[src/rtl/stepper_pkg.sv]
package stepper_pkg;
  localparam int unsigned N_COILS = 4;
  localparam int unsigned IDX_W   = $clog2(N_COILS);

  typedef logic [IDX_W-1:0]   phase_idx_t;
  typedef logic [N_COILS-1:0] coil_vec_t;

  // Next position in the ring; wraps in both directions.
  function automatic phase_idx_t phase_next(input phase_idx_t cur, input logic up);
    phase_idx_t nxt;
    if (up) nxt = (cur == phase_idx_t'(N_COILS - 1)) ? '0 : cur + 1'b1;
    else    nxt = (cur == '0) ? phase_idx_t'(N_COILS - 1) : cur - 1'b1;
    return nxt;
  endfunction

  // One-hot coil pattern for a ring position.
  function automatic coil_vec_t phase_coils(input phase_idx_t cur);
    coil_vec_t v;
    v = '0;
    v[cur] = 1'b1;
    return v;
  endfunction
endpackage

[src/rtl/stepper_sync.sv]
module stepper_sync #(
  parameter int unsigned WIDTH = 1
) (
  input  logic             clk,
  input  logic             rst_n,
  input  logic [WIDTH-1:0] d_async,
  output logic [WIDTH-1:0] q_sync
);
  logic [WIDTH-1:0] meta_q;

  always_ff @(posedge clk or negedge rst_n) begin
    if (!rst_n) begin
      meta_q <= '0;
      q_sync <= '0;
    end else begin
      meta_q <= d_async;
      q_sync <= meta_q;
    end
  end
endmodule

[src/rtl/stepper_debounce.sv]
module stepper_debounce #(
  parameter int unsigned WIDTH      = 1,
  parameter int unsigned DEB_CYCLES = 16
) (
  input  logic             clk,
  input  logic             rst_n,
  input  logic [WIDTH-1:0] raw,
  output logic [WIDTH-1:0] clean
);
  localparam int unsigned CW = (DEB_CYCLES < 2) ? 1 : $clog2(DEB_CYCLES);
  localparam logic [CW-1:0] LIM = CW'(DEB_CYCLES - 1);

  for (genvar b = 0; b < WIDTH; b++) begin : g_bit
    logic [CW-1:0] cnt_q;

    always_ff @(posedge clk or negedge rst_n) begin
      if (!rst_n) begin
        cnt_q    <= '0;
        clean[b] <= 1'b0;
      end else if (raw[b] == clean[b]) begin
        cnt_q <= '0;
      end else if (cnt_q == LIM) begin
        cnt_q    <= '0;
        clean[b] <= raw[b];
      end else begin
        cnt_q <= cnt_q + 1'b1;
      end
    end
  end
endmodule

[src/rtl/stepper_prescaler.sv]
module stepper_prescaler #(
  parameter int unsigned PRESCALE = 16
) (
  input  logic clk,
  input  logic rst_n,
  output logic tick
);
  localparam int unsigned CW = (PRESCALE < 2) ? 1 : $clog2(PRESCALE);
  localparam logic [CW-1:0] LAST = CW'(PRESCALE - 1);

  logic [CW-1:0] cnt_q;

  assign tick = (cnt_q == LAST);

  always_ff @(posedge clk or negedge rst_n) begin
    if (!rst_n)    cnt_q <= '0;
    else if (tick) cnt_q <= '0;
    else           cnt_q <= cnt_q + 1'b1;
  end
endmodule

[src/rtl/stepper_cmd.sv]
// Command bit order in both vectors: [0] start, [1] stop, [2] direction, [3] step.
module stepper_cmd (
  input  logic       clk,
  input  logic       rst_n,
  input  logic [3:0] host_cmd,
  input  logic [3:0] loc_cmd,
  input  logic       use_host,
  input  logic       step_mode,
  input  logic       tick,
  output logic       run,
  output logic       pending,
  output logic       req,
  output logic       advance,
  output logic       dir_up
);
  logic [3:0] host_q, loc_q;
  logic [3:0] host_rise, loc_rise, sel_rise;

  // Edges are found per source, before the mux, so a source switch never forms a false edge.
  assign host_rise = host_cmd & ~host_q;
  assign loc_rise  = loc_cmd  & ~loc_q;
  assign sel_rise  = use_host ? host_rise : loc_rise;
  assign dir_up    = use_host ? host_cmd[2] : loc_cmd[2];

  assign req     = step_mode & sel_rise[3];
  assign advance = tick & (step_mode ? (pending | req) : run);

  always_ff @(posedge clk or negedge rst_n) begin
    if (!rst_n) begin
      host_q  <= '0;
      loc_q   <= '0;
      run     <= 1'b0;
      pending <= 1'b0;
    end else begin
      host_q <= host_cmd;
      loc_q  <= loc_cmd;
      if (sel_rise[1])      run <= 1'b0;
      else if (sel_rise[0]) run <= 1'b1;
      if (!step_mode)       pending <= 1'b0;
      else if (tick)        pending <= 1'b0;
      else if (req)         pending <= 1'b1;
    end
  end
endmodule

[src/rtl/stepper_seq.sv]
module stepper_seq
  import stepper_pkg::*;
#(
  parameter int unsigned PRESCALE   = 500000,
  parameter int unsigned DEB_CYCLES = 65536
) (
  input  logic       clk,
  input  logic       rst_n,
  input  logic       src_host,
  input  logic       mode_step,
  input  logic       loc_start,
  input  logic       loc_stop,
  input  logic       loc_dir,
  input  logic       loc_step,
  input  logic       host_start,
  input  logic       host_stop,
  input  logic       host_dir,
  input  logic       host_step,
  output logic [3:0] coils
);
  logic [5:0] ctl_sync;
  logic [3:0] loc_sync, loc_clean;
  logic       tick, advance, run, pending, req, dir_up;
  logic       mode_s, src_s;
  phase_idx_t idx_q;

  stepper_sync #(.WIDTH(6)) u_sync_ctl (
    .clk     (clk),
    .rst_n   (rst_n),
    .d_async ({mode_step, src_host, host_step, host_dir, host_stop, host_start}),
    .q_sync  (ctl_sync)
  );

  stepper_sync #(.WIDTH(4)) u_sync_loc (
    .clk     (clk),
    .rst_n   (rst_n),
    .d_async ({loc_step, loc_dir, loc_stop, loc_start}),
    .q_sync  (loc_sync)
  );

  stepper_debounce #(.WIDTH(4), .DEB_CYCLES(DEB_CYCLES)) u_deb (
    .clk   (clk),
    .rst_n (rst_n),
    .raw   (loc_sync),
    .clean (loc_clean)
  );

  stepper_prescaler #(.PRESCALE(PRESCALE)) u_pre (
    .clk   (clk),
    .rst_n (rst_n),
    .tick  (tick)
  );

  assign src_s  = ctl_sync[4];
  assign mode_s = ctl_sync[5];

  stepper_cmd u_cmd (
    .clk       (clk),
    .rst_n     (rst_n),
    .host_cmd  (ctl_sync[3:0]),
    .loc_cmd   (loc_clean),
    .use_host  (src_s),
    .step_mode (mode_s),
    .tick      (tick),
    .run       (run),
    .pending   (pending),
    .req       (req),
    .advance   (advance),
    .dir_up    (dir_up)
  );

  always_ff @(posedge clk or negedge rst_n) begin
    if (!rst_n)       idx_q <= '0;
    else if (advance) idx_q <= phase_next(idx_q, dir_up);
  end

  assign coils = phase_coils(idx_q);
endmodule

[config.mk]
export PLATFORM = sky130hd
export DESIGN_NAME = stepper_seq
export DESIGN_NICKNAME = d
export VERILOG_FILES = /design/src/rtl/stepper_pkg.sv /design/src/rtl/stepper_sync.sv /design/src/rtl/stepper_debounce.sv /design/src/rtl/stepper_prescaler.sv /design/src/rtl/stepper_cmd.sv /design/src/rtl/stepper_seq.sv
export SDC_FILE = /design/constraint.sdc
export NUM_CORES = 1
export LEC_CHECK = 0
export BUFFER_PORTS_ARGS = -buffer_cell sky130_fd_sc_hd__buf_4
export CAP_MARGIN = 20
export CORE_AREA = 2 2 103 105
export CTS_CLUSTER_SIZE = 28
export DETAILED_ROUTE_END_ITERATION = 8
export DIE_AREA = 0 0 105 107
export PLACE_DENSITY = 0.66
export SLEW_MARGIN = 20
export SYNTH_ARGS = -nofsm -noshare
export SYNTH_HDL_FRONTEND = slang
export SYNTH_SLANG_ARGS = --single-unit
[constraint.sdc]
create_clock -name clk -period 4.7 [get_ports clk]
set_input_delay 0.94 -clock clk [delete_from_list [all_inputs] [get_ports clk]]
set_output_delay 0.94 -clock clk [all_outputs]
set_load 0.005 [all_outputs]
==> summary.md <==
| Metric | Value |
|---|---|
| Place WS | `2470 ps` |
| Final period utilization | `0.495` |
| Library cells used by synthesis | `37` |
| VDD IR max | `0.000265 V` |
| DR vias | `3203` |
| Synth Area in Compound Gates | `0.0182` |
| Syn Nets | `470` |
| IO Count | `16` |
| Synth Register Bits | `117` |
| Post-synthesis adder-cell area fraction | `0.0227` |
| Post-Route Setup TNS | `0 ps` |
| Multiplexer area fraction after synthesis | `0.0131` |
| Fill cells | `~870` |
| Setup ws final | `2370 ps` |
| Final core occ | `0.581` |
| Pwr/cell area | `417 nW/µm²` |
| Run status | `completed` |
| Port bufs | `15` |
| CP Launch Point | `idx_q[0]` |
| Clock Tree Buf Depth | `2` |
| Vias in the first global route | `around 3300` |
| Fin cells | `630` |
| Layout cells sized above 1 | `0.126` |
| CP Capture Point | `coils[0]` |
| Pre-antenna DRT Iters | `5` |
| R2r endpoint | `idx_q[0]` |
| CTS Hold Bufs | `0` |
| Clock sink count | `117` |
| Post-Synthesis Cells | `between 400 and 500` |
| HP Start | `u_sync_loc.meta_q[0]` |
| Gr ovfl total | `0` |
| Starting Density | `0.491` |
| Max-cap check violation count | `0` |
| Layout Area Growth over Synthesis | `18.4%` |
| Chip Height | `~110 µm` |
| EDFF count, synth | `0` |
| Largest net degree at the start of global routing | `67` |
| Vias/cell | `approximately 5.1` |
| Combinational family with the most area after synthesis | `simple AND/OR/NAND/NOR gates` |
| CTS tree | `done` |
| Clk_lat worst skew | `~510 ps` |
| Core region area | `just over 10000 µm²` |
| Commonest non-fill, non-tap cell in the layout | `dfrtp_1` |
| P_int | `1.93 mW` |
| Inst Count DP | `roughly 600` |
| Max Clock Skew | `around 9.4 ps` |
| Yosys Warn Count | `0` |
| Detailed Place HPWL | `around 5300 µm` |
| Final setup fails | `0` |
| Power share of the clock group | `0.549` |
| CTS root buf | `clkbuf_8` |
| Avg WL per Cell | `12.8 µm` |
| RSZ-0062 raised after global routing | `no` |
| Worst reg-to-reg path cell count | `5` |
| Ys flop type | `dfrtp_1` |
| Global Route Usage Sum | `0.164` |
| First-pass GRT wire length | `roughly 14000 µm` |
| Flop-to-flop setup slack | `2500 ps` |
| Clk slew on worst S/H paths | `approximately 60 ps` |
| Worst-path fanout max | `4` |
| Kind of critical path | `reg -> out` |
| Cts repair resizes | `0` |
| Residual DRC | `0` |
| Syn Area/Cell | `~11 µm²` |
| Antenna violations before repair | `0` |
| Startpoint Class | `register` |
| Worst hold path class | `reg -> reg` |
| Async SR Flop Fraction | `1.00` |
| CP required | `between 3000 and 4000 ps` |
| Crit path DAT | `about 1400 ps` |
| Antenna cells | `0` |
| DRT iter0 DRCs | `172` |
| Final Net Count | `502` |
| Post-synthesis simple-gate area fraction | `0.207` |
| Post-CTS setup buffer count | `0` |
| Total CTS buffers | `17` |
| Final Max Slew Viols | `0` |
| Slew @ Worst Pin | `just under 1000 ps` |
| Die area | `between 10000 and 15000 µm²` |
| Final GP Congestion | `just under 0.8` |
| Most frequent cells in the layout | `dfrtp_1 (117), nor2_1 (86), xor2_1 (41)` |
| Chip width | `around 110 µm` |
| Fin crit period | `about 2300 ps` |
| Flop pwr share | `0.426` |
| DRT antenna net count | `0` |
| Core Rows | `37` |
| Sequential fraction of the synthesis area | `0.591` |
| Logic pwr share | `0.025` |
| Xor/xnor share of the synthesized area | `0.133` |
| Pleak | `between 2 and 3 nW` |
| RR Startpoint | `u_pre.cnt_q[5]` |
| Final hold vios | `0` |
| H-tree Lvls | `4` |
| Sw Share | `0.212` |
| Max frequency | `between 400 and 500 MHz` |
| Synth Cell Area | `between 4000 and 5000 µm²` |
| Final wirelength | `slightly above 8000 µm` |
| Crit end category | `primary output` |
| Worst relative slew slack | `0.333` |
| Switch Pwr | `between 0.5 and 0.6 mW` |
==> worst min path at each step <==
stage / to / slack [ps] / depth (start not counted)
after floorplan: u_sync_ctl.q_sync[0] / 330 / 0
after global placement: u_sync_ctl.q_sync[3] / 340 / 0
after detailed placement: u_sync_ctl.q_sync[3] / 340 / 0
after CTS: u_sync_loc.q_sync[0] / 350 / 0
after global routing: u_sync_loc.q_sync[0] / 350 / 0
final: u_sync_loc.q_sync[0] / 340 / 0
==> final cells by class <==
type / instances / area, µm² / share of cell area
Sequential cell: 117 / 2930 / 0.499
Clock buffer: 18 / 428 / 0.0730
Timing Repair Buffer: 17 / 128 / 0.0218
Multi-Input combinational cell: 312 / 1950 / 0.333
Clock inverter: 14 / 199 / 0.0339
Tap cell: 136 / 170 / 0.0290
Inverter: 16 / 60.1 / 0.0102
==> power groups by stage <==
| stage | logic [mW] | registers (mW) | clock network, mW |
|---|---|---|---|
| 5_1_grt | 0.0722 | 1.05 | 1.41 |
| 3_5_place_dp | 0.0634 | 1.06 | 0 |
| 6_report | 0.0608 | 1.04 | 1.34 |
| 3_3_place_gp | 0.0619 | 1.06 | 0 |
| 4_1_cts | 0.0638 | 1.04 | 1.37 |
| 2_1_floorplan | 0.0285 | 1.06 | 0 |
==> Yosys cell counts, types with 5 or more instances <==
master	count	area share
and4_1	6	0.011
nor3_1	7	0.0071
xnor2_1	34	0.060
inv_1	16	0.012
nand3_1	33	0.033
and3_1	13	0.016
nand4_1	17	0.021
o21ai_0	5	0.0050
nand2_1	23	0.017
ha_1	9	0.023
xor2_1	41	0.072
nor2_1	86	0.065
dfrtp_1	117	0.59
==> state kept, by name (all words and copies together) (netlist names) <==
signal,count
u_deb.g_bit.cnt_q,64
u_deb.clean,4
u_sync_loc.meta_q,4
u_sync_loc.q_sync,4
u_cmd.host_q,3
u_cmd.run,1
u_cmd.loc_q,3
u_pre.cnt_q,19
u_sync_ctl.meta_q,6
u_cmd.pending,1
u_sync_ctl.q_sync,6
idx_q,2
==> per-stage QoR <==
step	cell area (µm²)	hold slack [ps]	power (mW)
final	5860	342	2.45
after global routing	5860	350	2.52
after global placement	5240	336	1.12
after CTS	5860	347	2.47
after detailed placement	5240	337	1.12
after floorplan	4950	331	1.09
==> critical path: stages, from the launching register on <==
cell and delay, ps:
dfrtp_1 410, inv_1 100, ha_1 230, buf_4 140
==> per-layer routing <==
layer / track usage / part of all wire
met5: 0 / 0
met4: 0.0905 / 0.016
met3: 0.0462 / 0.029
met2: 0.261 / 0.48
met1: 0.203 / 0.47
==> cell families (layout without fill, tap and decap cells) <==
logic type      Yosys count  count (layout)
simple gates            208             208
flops                   117             117
xor+xnor                 75              75
buf+inv                  20              65
compound gates           14              14
fa+ha+maj                 9               9
mux                       6               6
No activity file was read; power rests on OpenSTA's default activity.
